[config.mk]
export PLATFORM = sky130hd
export DESIGN_NAME = burst_segmenter
export DESIGN_NICKNAME = d
export VERILOG_FILES = /design/src/rtl/seg_pkg.sv /design/src/rtl/seg_round_plan.sv /design/src/rtl/seg_tx_pack.sv /design/src/rtl/seg_rx_unpack.sv /design/src/rtl/burst_segmenter.sv
export SDC_FILE = /design/constraint.sdc
export NUM_CORES = 1
export LEC_CHECK = 0
export BUFFER_PORTS_ARGS = -buffer_cell sky130_fd_sc_hd__buf_2
export CAP_MARGIN = 10
export CORE_AREA = 8 8 124 126
export DETAILED_ROUTE_END_ITERATION = 7
export DIE_AREA = 0 0 132 134
export PLACE_DENSITY = 0.89
export SLEW_MARGIN = 20
export SYNTH_ARGS = -nofsm -noshare
export SYNTH_HDL_FRONTEND = slang
export SYNTH_SLANG_ARGS = --single-unit
[constraint.sdc]
create_clock -name clk -period 11 [get_ports clk]
set_clock_uncertainty 0.2 [all_clocks]
set_input_delay 2.2 -clock clk [delete_from_list [all_inputs] [get_ports clk]]
set_output_delay 2.2 -clock clk [all_outputs]
set_load 0.02 [all_outputs]
[src/rtl/seg_pkg.sv]
package seg_pkg;
  localparam logic [1:0] A_CTRL = 2'd0;
  localparam logic [1:0] A_STAT = 2'd1;
  localparam logic [1:0] A_TXD  = 2'd2;
  localparam logic [1:0] A_RXD  = 2'd3;

  localparam int B_TXEN = 8;
  localparam int B_RXEN = 9;
  localparam int B_CS   = 10;
  localparam int B_GO   = 11;
  localparam int B_RDY  = 0;
  localparam int B_BSY  = 1;

  localparam int MAX_BYTES = 4;

  typedef enum logic [3:0] {
    S_IDLE, S_CLR, S_EN, S_CSON, S_PLAN, S_FILL, S_TXD, S_LEN,
    S_GO, S_POLL, S_ACK, S_RXD, S_EMIT, S_CSOFF, S_DONE
  } seg_state_e;
endpackage

[src/rtl/seg_round_plan.sv]
module seg_round_plan #(
  parameter int CNT_W = 16
) (
  input  logic [CNT_W-1:0] rem_w,
  input  logic [CNT_W-1:0] rem_r,
  output logic [2:0]       take_w,
  output logic [2:0]       take_r,
  output logic [2:0]       take_n
);
  logic [2:0] room;

  always_comb begin
    if (rem_w >= CNT_W'(4)) take_w = 3'd4;
    else                    take_w = rem_w[2:0];
    room = 3'd4 - take_w;
    if (rem_r >= CNT_W'(room)) take_r = room;
    else                       take_r = rem_r[2:0];
    take_n = take_w + take_r;
  end
endmodule

[src/rtl/seg_tx_pack.sv]
module seg_tx_pack #(
  parameter int NB = 4
) (
  input  logic        clk,
  input  logic        rst_n,
  input  logic        clr,
  input  logic        push,
  input  logic [7:0]  din,
  input  logic [2:0]  need,
  input  logic [2:0]  total,
  output logic        full,
  output logic [31:0] word
);
  logic [7:0] bytes_q [NB];
  logic [2:0] cnt_q, cnt_d;

  assign full = (cnt_q == need);

  always_comb begin
    cnt_d = cnt_q;
    if (clr)       cnt_d = 3'd0;
    else if (push) cnt_d = cnt_q + 3'd1;
  end

  always_ff @(posedge clk or negedge rst_n) begin
    if (!rst_n) cnt_q <= 3'd0;
    else        cnt_q <= cnt_d;
  end

  for (genvar g = 0; g < NB; g++) begin : g_slot
    always_ff @(posedge clk or negedge rst_n) begin
      if (!rst_n)                                      bytes_q[g] <= 8'd0;
      else if (push && !clr && cnt_q == 3'(g))         bytes_q[g] <= din;
    end
  end

  always_comb begin
    word = '0;
    for (int i = 0; i < NB; i++) begin
      if (i < int'(need))
        word = word | ({24'd0, bytes_q[i]} << (8 * (int'(total) - 1 - i)));
    end
  end
endmodule

[src/rtl/seg_rx_unpack.sv]
module seg_rx_unpack (
  input  logic        clk,
  input  logic        rst_n,
  input  logic        load,
  input  logic [31:0] word,
  input  logic [2:0]  count,
  output logic        valid,
  output logic        last,
  output logic [7:0]  data
);
  logic [31:0] word_q;
  logic [2:0]  left_q, left_d;
  logic [31:0] shifted;

  assign valid = (left_q != 3'd0);
  assign last  = (left_q == 3'd1);

  always_comb begin
    left_d = left_q;
    if (load)       left_d = count;
    else if (valid) left_d = left_q - 3'd1;
  end

  always_ff @(posedge clk or negedge rst_n) begin
    if (!rst_n) begin
      left_q <= 3'd0;
      word_q <= '0;
    end else begin
      left_q <= left_d;
      if (load) word_q <= word;
    end
  end

  always_comb begin
    shifted = '0;
    if (valid) shifted = word_q >> (8 * (int'(left_q) - 1));
    data = shifted[7:0];
  end


  burst_run_chk: assert property (@(posedge clk) disable iff (!rst_n)
    (valid && !last && !load) |=> valid);
endmodule

[src/rtl/burst_segmenter.sv]
module burst_segmenter
  import seg_pkg::*;
#(
  parameter int CNT_W      = 16,
  parameter int POLL_LIMIT = 10000
) (
  input  logic             clk,
  input  logic             rst_n,
  input  logic             start,
  input  logic [CNT_W-1:0] wr_count,
  input  logic [CNT_W-1:0] rd_count,
  input  logic             wr_valid,
  input  logic [7:0]       wr_data,
  output logic             wr_ready,
  output logic             rd_valid,
  output logic [7:0]       rd_data,
  output logic             done,
  output logic             error,
  output logic             reg_we,
  output logic             reg_re,
  output logic [1:0]       reg_addr,
  output logic [31:0]      reg_wdata,
  input  logic [31:0]      reg_rdata
);
  localparam int PC_W = $clog2(POLL_LIMIT + 1);

  seg_state_e  state_q, state_d;
  logic [CNT_W-1:0] rem_w_q, rem_w_d, rem_r_q, rem_r_d;
  logic [2:0]  tw_q, tw_d, tr_q, tr_d, tn_q, tn_d;
  logic [PC_W-1:0] poll_q, poll_d;
  logic        tout_q, tout_d;

  logic [2:0]  p_w, p_r, p_n;
  logic        pk_clr, pk_push, pk_full;
  logic [31:0] pk_word;
  logic        up_load, up_valid, up_last;
  logic [5:0]  bits;
  logic [31:0] en_word, cs_word;

  seg_round_plan #(.CNT_W(CNT_W)) u_plan (
    .rem_w(rem_w_q), .rem_r(rem_r_q),
    .take_w(p_w), .take_r(p_r), .take_n(p_n)
  );

  seg_tx_pack #(.NB(MAX_BYTES)) u_pack (
    .clk(clk), .rst_n(rst_n), .clr(pk_clr), .push(pk_push), .din(wr_data),
    .need(tw_q), .total(tn_q), .full(pk_full), .word(pk_word)
  );

  seg_rx_unpack u_unpack (
    .clk(clk), .rst_n(rst_n), .load(up_load), .word(reg_rdata),
    .count(tr_q), .valid(up_valid), .last(up_last), .data(rd_data)
  );

  assign bits    = {tn_q, 3'b000} - 6'd1;
  assign en_word = (32'd1 << B_TXEN) | (32'd1 << B_RXEN);
  assign cs_word = en_word | (32'd1 << B_CS);

  assign wr_ready = (state_q == S_FILL) && !pk_full;
  assign pk_push  = wr_ready && wr_valid;
  assign rd_valid = up_valid;
  assign done     = (state_q == S_DONE);
  assign error    = done && tout_q;

  always_comb begin
    state_d = state_q;
    rem_w_d = rem_w_q;
    rem_r_d = rem_r_q;
    tw_d    = tw_q;
    tr_d    = tr_q;
    tn_d    = tn_q;
    poll_d  = poll_q;
    tout_d  = tout_q;
    pk_clr  = 1'b0;
    up_load = 1'b0;
    reg_we  = 1'b0;
    reg_re  = 1'b0;
    reg_addr  = A_CTRL;
    reg_wdata = '0;
    case (state_q)
      S_IDLE: if (start) begin
        rem_w_d = wr_count;
        rem_r_d = rd_count;
        tout_d  = 1'b0;
        state_d = S_CLR;
      end
      S_CLR: begin
        reg_we = 1'b1; reg_addr = A_STAT; reg_wdata = 32'd1 << B_RDY;
        state_d = S_EN;
      end
      S_EN: begin
        reg_we = 1'b1; reg_wdata = en_word;
        state_d = S_CSON;
      end
      S_CSON: begin
        reg_we = 1'b1; reg_wdata = cs_word;
        state_d = S_PLAN;
      end
      S_PLAN: begin
        if (p_n == 3'd0) state_d = S_CSOFF;
        else begin
          tw_d = p_w; tr_d = p_r; tn_d = p_n;
          rem_w_d = rem_w_q - CNT_W'(p_w);
          rem_r_d = rem_r_q - CNT_W'(p_r);
          pk_clr  = 1'b1;
          state_d = S_FILL;
        end
      end
      S_FILL: if (pk_full) state_d = S_TXD;
      S_TXD: begin
        reg_we = 1'b1; reg_addr = A_TXD; reg_wdata = pk_word;
        state_d = S_LEN;
      end
      S_LEN: begin
        reg_we = 1'b1; reg_wdata = cs_word | {27'd0, bits[4:0]};
        state_d = S_GO;
      end
      S_GO: begin
        reg_we = 1'b1;
        reg_wdata = cs_word | (32'd1 << B_GO) | {27'd0, bits[4:0]};
        poll_d = '0;
        state_d = S_POLL;
      end
      S_POLL: begin
        reg_re = 1'b1; reg_addr = A_STAT;
        if (reg_rdata[B_RDY] && !reg_rdata[B_BSY]) state_d = S_ACK;
        else if (poll_q == PC_W'(POLL_LIMIT - 1)) begin
          tout_d = 1'b1;
          state_d = S_ACK;
        end else poll_d = poll_q + PC_W'(1);
      end
      S_ACK: begin
        reg_we = 1'b1; reg_addr = A_STAT; reg_wdata = 32'd1 << B_RDY;
        if (tout_q)              state_d = S_CSOFF;
        else if (tr_q != 3'd0)   state_d = S_RXD;
        else                     state_d = S_PLAN;
      end
      S_RXD: begin
        reg_re = 1'b1; reg_addr = A_RXD;
        up_load = 1'b1;
        state_d = S_EMIT;
      end
      S_EMIT: if (up_last) state_d = S_PLAN;
      S_CSOFF: begin
        reg_we = 1'b1; reg_wdata = '0;
        state_d = S_DONE;
      end
      S_DONE: state_d = S_IDLE;
      default: state_d = S_IDLE;
    endcase
  end

  always_ff @(posedge clk or negedge rst_n) begin
    if (!rst_n) begin
      state_q <= S_IDLE;
      rem_w_q <= '0;
      rem_r_q <= '0;
      tw_q    <= 3'd0;
      tr_q    <= 3'd0;
      tn_q    <= 3'd0;
      poll_q  <= '0;
      tout_q  <= 1'b0;
    end else begin
      state_q <= state_d;
      rem_w_q <= rem_w_d;
      rem_r_q <= rem_r_d;
      tw_q    <= tw_d;
      tr_q    <= tr_d;
      tn_q    <= tn_d;
      poll_q  <= poll_d;
      tout_q  <= tout_d;
    end
  end


  go_needs_cs_chk: assert property (@(posedge clk) disable iff (!rst_n)
    (reg_we && reg_addr == A_CTRL && reg_wdata[B_GO]) |-> reg_wdata[B_CS]);

  done_pulse_chk: assert property (@(posedge clk) disable iff (!rst_n)
    done |=> !done);

  err_with_done_chk: assert property (@(posedge clk) disable iff (!rst_n)
    error |-> done);

  poll_bound_chk: assert property (@(posedge clk) disable iff (!rst_n)
    poll_q < PC_W'(POLL_LIMIT));

  ready_hold_chk: assert property (@(posedge clk) disable iff (!rst_n)
    (wr_ready && !wr_valid) |=> wr_ready);

  port_excl_chk: assert property (@(posedge clk) disable iff (!rst_n)
    !(reg_we && reg_re));
endmodule

==> results.tsv, run 1 <==
stage	metric	value	unit
synthesis	synthFlopType	dfrtp_1	
grt	grt_pass1_wl	37.1	mm
grt	grt_max_degree	77	
timing	worst_pin_slew	1010	ps
timing	hold_viol	0	
finish	stdcell_count	1170	
synthesis	synthSimpleGateAreaFrac	17.3	%
power_and_ir_drop	peakVddDrop	146	uV
synthesis	synth_nets	982	
synthesis	syn_area	0.00810	sq mm
timing	post-route-min-period	7290	ps
clocking	clkTransAtPathRegs	50	ps
finish	drive_gt1_share	25.2	%
grt	antenna_found_initial	2	
critical_path	crit_start	tn_q[0]$_DFFE_PN0P_	
floorplan	core-area	0.0135	sq mm
critical_path	crit_path_max_fanout	10	
synthesis	ys_async_sr_fraction	100	%
detailed_routing	drt-total-wl	22.4	mm
critical_path	cp_slowest_cell	nor3_1	
floorplan	io_pins	124	
timing	fmax	0.137	GHz
timing	setup_ws	3710	ps
critical_path	start_kind	register	
critical_path	critPathKind	register to output pin	
critical_path	rrSetupSlack	4780	ps
critical_path	path_cells	inv_1 -> ha_1 -> xnor2_1 -> nor2b_1 -> nand2_1 -> ha_1 -> nor4_1 -> nand4b_1 -> nor3_1 -> a222oi_1 -> a21oi_1 -> nor2_1 -> o21ai_0 -> buf_2	
timing	grt_setup_unrepaired	false	
clocking	hold_buffers	0	
clocking	numCtsBuffers	17	
synthesis	ys_warn_count	0	
critical_path	arrival	4890	ps
finish	area_growth	17.2	%
grt	grtUsageTotal	25.4	%
synthesis	synthAdderAreaFrac	5.34	%
clocking	cts_tree	built	
critical_path	worst_ep_required_time	8600	ps
floorplan	die_h	134	microns
timing	slew_violations	0	
finish	layout_commonest_cell	dfrtp_1	
synthesis	ys_seq_area_share	40.1	%
job	maxCapViolCount	0	
clocking	cts_buffer_depth	2	
critical_path	reg2reg_to	rem_r_q[12]$_DFFE_PN0P_	
critical_path	cp_common_cell	ha_1	
clocking	cts_root_buffer	clkbuf_16	
floorplan	std_cell_rows	43	
run_status	status	finished clean	
clocking	h-tree-depth	4	
clocking	cts_resized	0	
synthesis	synthCells	872	
critical_path	reg2regPathDepth	20	
grt	grt_pass1_vias	7554	
timing	period_share	66.3	%
finish	nets	1087	
synthesis	synth_top_family_by_area	compound AO/OA/AOI/OAI gates	
timing	setup_viol	0	
clocking	cts.sinks	130	
placement	gp_congestion	0.954	
placement	numPortBuffers	123	
synthesis	syn_avg_cell_area	9.29	sq um
synthesis	synth.area.mux_share	11.8	%
floorplan	start_util	60.0	%
critical_path	worstSetupEndpoint	reg_wdata[10]	
power_and_ir_drop	cellLeakagePower	4.07	nW
detailed_routing	first_pass_iters	8	
hold_path	hold_depth	1	
placement	dp.final_hpwl	15.4	mm
clocking	clkLatencyLatePin	430	ps
floorplan	dieArea	0.0177	sq mm
synthesis	synth-edff-count	0	
detailed_routing	route.detailed.wl_per_inst	19.1	microns
hold_path	min_from	rem_w_q[0]$_DFFE_PN0P_	
timing	relSlewSlack	32.3	%
placement	placed_cells	1137	
detailed_routing	dr_total_vias	7609	
detailed_routing	drc	0	
critical_path	max_stage_delay	800	ps
grt	grt_overflow	0	
critical_path	r2r_start	rem_w_q[9]$_DFFE_PN0P_	
hold_path	holdCritPathClass	register to register	
critical_path	cp-end-kind	output pin	
finish	filler_cell_count	1011	
finish	layout_common_cells	dfrtp_1 (130), buf_2 (122), nand2_1 (98)	
synthesis	synthXorXnorAreaFrac	1.84	%
synthesis	synth_seq_cells	130	
placement	dpl_worst_slack	4320	ps
finish	final_util	70.4	%
detailed_routing	vias_per_cell	6.50	
clocking	post-cts-setup-buffer-count	0	
synthesis	synth_cell_types	68	
finish	diodes	0	
floorplan	die-width	132	microns
synthesis	synth_compound_area_share	20.3	%
detailed_routing	drt_iter0_markers	1020	
detailed_routing	ant_nets	0	
timing	final.setup.tns	0	ps
power_and_ir_drop	power_density	269	mW/mm^2
per-layer routing:
metal  up-vias  part of all wire [%]  wire length, microns  global-route usage [%]
met5         -                 0.089                    20                       0
met4         4                   3.3                   742                    13.7
met3        72                   9.0                  2010                    6.25
met2       412                    48                 10800                    40.4
met1      3637                    39                  8840                    31.4
li1       3484                     -                     -                       -
power by group:
group / switching (mW) / total [mW] / internal (mW)
Sequential: 0.218 / 0.869 / 0.651
Combinational: 0.625 / 1.07 / 0.450
Clock: 0.218 / 0.610 / 0.393
state kept, by name, summed over array words and instances (netlist names), 4 cells and up:
register         count
u_pack.bytes_q      32
state_q              4
poll_q              14
rem_w_q             16
rem_r_q             16
u_unpack.word_q     32
kinds of logic (layout without fill, tap and decap cells):
logic type	count (synthesis)	in the layout
mux	77	77
flops	130	130
xor+xnor	17	17
compound gates	250	250
fa+ha+maj	34	34
buf+inv	68	186
other cells	1	1
simple gates	295	295
critical path: cells and delay by family (launching register included):
family | cells | cell delay, ps
flip-flops | 1 | 530
AO/OA/AOI/OAI | 3 | 620
XOR/XNOR | 1 | 490
buffers and inverters | 2 | 410
AND/OR/NAND/NOR | 6 | 1840
adder cells (fa/ha/maj) | 2 | 570
worst min-delay path by stage:
stage          slack, ps                             end
3_3_place_gp         280          rem_w_q[0]$_DFFE_PN0P_
2_1_floorplan        260         rem_w_q[15]$_DFFE_PN0P_
3_5_place_dp         280          rem_w_q[0]$_DFFE_PN0P_
4_1_cts              290          rem_w_q[0]$_DFFE_PN0P_
5_1_grt              320  u_unpack.word_q[5]$_DFFE_PN0P_
6_report             290          rem_w_q[0]$_DFFE_PN0P_
per-stage QoR:
step / instance area, sq um / total power, mW / hold slack [ps]
floorplan: 8100 / 1.61 / 264
global placement: 8840 / 1.88 / 279
detailed placement: 8840 / 1.92 / 282
CTS: 9470 / 2.54 / 295
global route: 9500 / 2.71 / 320
finish: 9500 / 2.55 / 291
area by class of cell:
type	instances	area, sq um	share of cell area [%]
multi-input combinational	674	4610	48.5
clock inverter	11	176	1.86
clock buffer	21	460	4.85
sequential	130	3250	34.2
timing repair buffer	130	683	7.19
tap	180	225	2.37
inverter	24	90.1	0.948
cells in the mapped netlist (8+ instances only):
master	n	area share, %
nor2b_1	12	0.93
nand2_1	98	4.5
nor4_1	9	0.69
xor2_1	10	1.1
o22ai_1	14	1.1
clkbuf_1	36	1.7
a222oi_1	31	3.8
mux2_2	67	9.3
a31oi_1	8	0.62
or3_1	13	1.0
a21oi_1	73	4.5
nand3_1	15	0.93
o21ai_0	61	3.8
dfrtp_1	130	40
ha_1	33	5.1
nor2_1	75	3.5
mux4_2	8	2.2
nor3_1	29	1.8
inv_1	23	1.1
(Power assumes the default switching activity.)
==> inputs of run 2 (changes only) <==
--- a/config.mk
+++ b/config.mk
@@ -7,10 +7,10 @@
 export LEC_CHECK = 0
 export BUFFER_PORTS_ARGS = -buffer_cell sky130_fd_sc_hd__buf_2
 export CAP_MARGIN = 10
-export CORE_AREA = 8 8 124 126
+export CORE_AREA = 8 8 128 130
 export DETAILED_ROUTE_END_ITERATION = 7
-export DIE_AREA = 0 0 132 134
-export PLACE_DENSITY = 0.89
+export DIE_AREA = 0 0 136 138
+export PLACE_DENSITY = 0.85
 export SLEW_MARGIN = 20
 export SYNTH_ARGS = -nofsm -noshare
 export SYNTH_HDL_FRONTEND = slang
==> constraint.sdc (replaced) <==
create_clock -name clk -period 7.5 [get_ports clk]
set_clock_uncertainty 0.2 [all_clocks]
set_input_delay 1.5 -clock clk [delete_from_list [all_inputs] [get_ports clk]]
set_output_delay 1.5 -clock clk [all_outputs]
set_load 0.02 [all_outputs]
==> run 2 against run 1 <==
Compared with the run above:
- the run now ends with design-rule violations left
- hold slack better by 12 ps
- register-to-register slack got worse by 3400 ps
- total power rose by 48%
==> results.tsv, run 2 (synthesis results as in run 1) <==
stage	metric	value	unit	change
clocking	post-cts-setup-buffer-count	0		unchanged
detailed_routing	drt_iter0_markers	1122		+10%
power_and_ir_drop	power_density	398	mW/mm^2	+48%
placement	dp.final_hpwl	15.5	mm	+0.57%
power_and_ir_drop	swShare	41.5	%	-0.057 points
timing	worst_pin_slew	1080	ps	+75.5 ps
finish	design_area	0.00951	sq mm	+0.11%
finish	nets	1086		-0.092%
timing	final.setup.tns	0	ps	unchanged
timing	setup_viol	0		unchanged
timing	slew_violations	0		unchanged
grt	grt_max_degree	51		-34%
run_status	status	finished, violations left		
detailed_routing	drt-total-wl	22.6	mm	+1.1%
clocking	cts_root_buffer	clkbuf_16		
clocking	cts_tree	built		
critical_path	cp-end-kind	output pin		
grt	grt_pass1_wl	37.1	mm	about the same
timing	fmax	0.153	GHz	
timing	grt_setup_unrepaired	false		
floorplan	dieArea	0.0188	sq mm	+6.1%
detailed_routing	dr_total_vias	7587		-0.29%
critical_path	worst_ep_required_time	5800	ps	-2800 ps
finish	reg_top3	u_pack.bytes_q: 32 flops, u_unpack.word_q: 32 flops		
critical_path	rrSetupSlack	1430	ps	-3350 ps
clocking	cts_buffer_depth	2		unchanged
timing	post-route-min-period	6540	ps	
critical_path	cp_slowest_cell	nor3_1		
detailed_routing	ant_nets	0		unchanged
power_and_ir_drop	comb_power_share	41.7	%	-0.4 points
detailed_routing	first_pass_iters	8		unchanged
floorplan	start_util	56.6	%	-3.4 points
power_and_ir_drop	p_seq_share	33.7	%	-0.3 points
detailed_routing	drc	28		+28
timing	holdWs	303	ps	+12.3 ps
grt	grt_overflow	0		unchanged
timing	period_share	87.2	%	
critical_path	path_cells	inv_1 -> ha_1 -> xnor2_1 -> nor2b_1 -> nand2_1 -> ha_1 -> nor4_1 -> nand4b_1 -> nor3_1 -> a222oi_1 -> a21oi_1 -> nor2_1 -> o21ai_0 -> buf_2		
run_status	violations	design-rule violations		
clocking	numCtsBuffers	17		unchanged
power_and_ir_drop	internal_power	2.21	mW	+48%
critical_path	crit_path_max_fanout	10		unchanged
finish	area_growth	17.4	%	
detailed_routing	vias_per_cell	6.47		-0.54%
clocking	clkLatencyLatePin	430	ps	about the same
power_and_ir_drop	switchingPower	1.57	mW	+48%
power_and_ir_drop	p_clk_share	24.7	%	+0.8 points
grt	antenna_found_initial	1		-1
power_and_ir_drop	cellLeakagePower	4.07	nW	about the same
placement	gp_congestion	0.952		-0.17%
critical_path	arrival	4840	ps	-50 ps
critical_path	critPathKind	register to output pin		
grt	grt_pass1_vias	7483		-0.94%
hold_path	holdCritPathClass	register to register		
detailed_routing	route.detailed.wl_per_inst	19.3	microns	+0.83%
timing	hold_viol	0		unchanged
clocking	cts_resized	0		unchanged
floorplan	std_cell_rows	44		+2.3%
finish	layout_common_cells	dfrtp_1 (130), buf_2 (122), nand2_1 (98)		
finish	drive_gt1_share	25.3	%	+0.13 points
floorplan	die_h	138	microns	+3.0%
grt	grtUsageTotal	24.1	%	-1.4 points
critical_path	cp_common_cell	ha_1		
critical_path	max_stage_delay	830	ps	+30 ps
timing	relSlewSlack	27.8	%	-4.5 points
placement	numPortBuffers	123		unchanged
floorplan	die-width	136	microns	+3.0%
critical_path	start_kind	register		
clocking	h-tree-depth	4		unchanged
clocking	clkTransAtPathRegs	60	ps	about the same
power_and_ir_drop	peakVddDrop	208	uV	+43%
floorplan	io_pins	124		unchanged
finish	diodes	0		unchanged
clocking	hold_buffers	0		unchanged
placement	detailed_place.area	0.00884	sq mm	about the same
floorplan	core-area	0.0143	sq mm	+6.0%
job	maxCapViolCount	0		unchanged
finish	layout_commonest_cell	dfrtp_1		
clocking	cts.sinks	130		unchanged
[run 2: cell count changes in the layout (fill, tap and decap cells not counted)]
cell        delta
clkinv_4       -3
clkbuf_1       -2
clkinvlp_4     +1
bufinv_16      +1
inv_6          +4
clkbuf_8       -1
buf_12         -1
[run 2: power groups by stage]
| stage | clock (mW) | sequential (mW) | combinational [mW] |
|---|---|---|---|
| after global placement | 0 | 1.25 | 1.51 |
| after global routing | 0.973 | 1.31 | 1.74 |
| after floorplan | 0 | 1.12 | 1.24 |
| after detailed placement | 0 | 1.27 | 1.55 |
| after CTS | 0.946 | 1.26 | 1.57 |
| final | 0.933 | 1.27 | 1.58 |
[run 2: metal layers]
metal | global-route usage (%) | wire length [microns]
met5 | 0 | 16
met4 | 9.60 | 716
met3 | 4.75 | 2040
met2 | 39.5 | 10800
met1 | 30.3 | 9040
[run 2: cell type report]
cell class	instances	area, sq um
tap	184	230
sequential	130	3250
clock inverter	14	223
fill	1182	4800
multi-input combinational	674	4610
inverter	24	90.1
timing repair buffer	129	663
clock buffer	18	439
[run 2: path summary, 6_finish.rpt]
| path | start | end | cells after the start |
|---|---|---|---|
| worst max-delay path | tn_q[0]$_DFFE_PN0P_ | reg_wdata[10] | 14 |
| worst min-delay path | u_unpack.word_q[12]$_DFFE_PN0P_ | u_unpack.word_q[12]$_DFFE_PN0P_ | 1 |
| worst max register to register | rem_w_q[9]$_DFFE_PN0P_ | tr_q[2]$_DFFE_PN0P_ | 18 |
| worst min register to register | u_unpack.word_q[12]$_DFFE_PN0P_ | u_unpack.word_q[12]$_DFFE_PN0P_ | 1 |
| max in group asynchronous | rst_n | u_unpack.left_q[0]$_DFFE_PN0P_ | 3 |
| min in group asynchronous | rst_n | u_pack.bytes_q[5]$_DFFE_PN0P_ | 1 |
[run 2: metrics by stage]
step / utilization, % / power (mW) / instances / setup slack [ps]
final: 66.4 / 3.78 / 1173 / 961
after global routing: 66.4 / 4.03 / 1173 / 653
after CTS: 66.4 / 3.78 / 1173 / 1130
after detailed placement: 61.8 / 2.82 / 1141 / 1580
after global placement: 61.8 / 2.76 / 1141 / 1660
after floorplan: - / 2.36 / 872 / 2070
[run 2: critical path: cells and delay by family (launching register included)]
| family | cells | cell delay (ps) |
|---|---|---|
| AO/OA/AOI/OAI | 3 | 600 |
| adder cells (fa/ha/maj) | 2 | 550 |
| buffers and inverters | 2 | 410 |
| AND/OR/NAND/NOR | 6 | 1830 |
| flip-flops | 1 | 540 |
| XOR/XNOR | 1 | 500 |
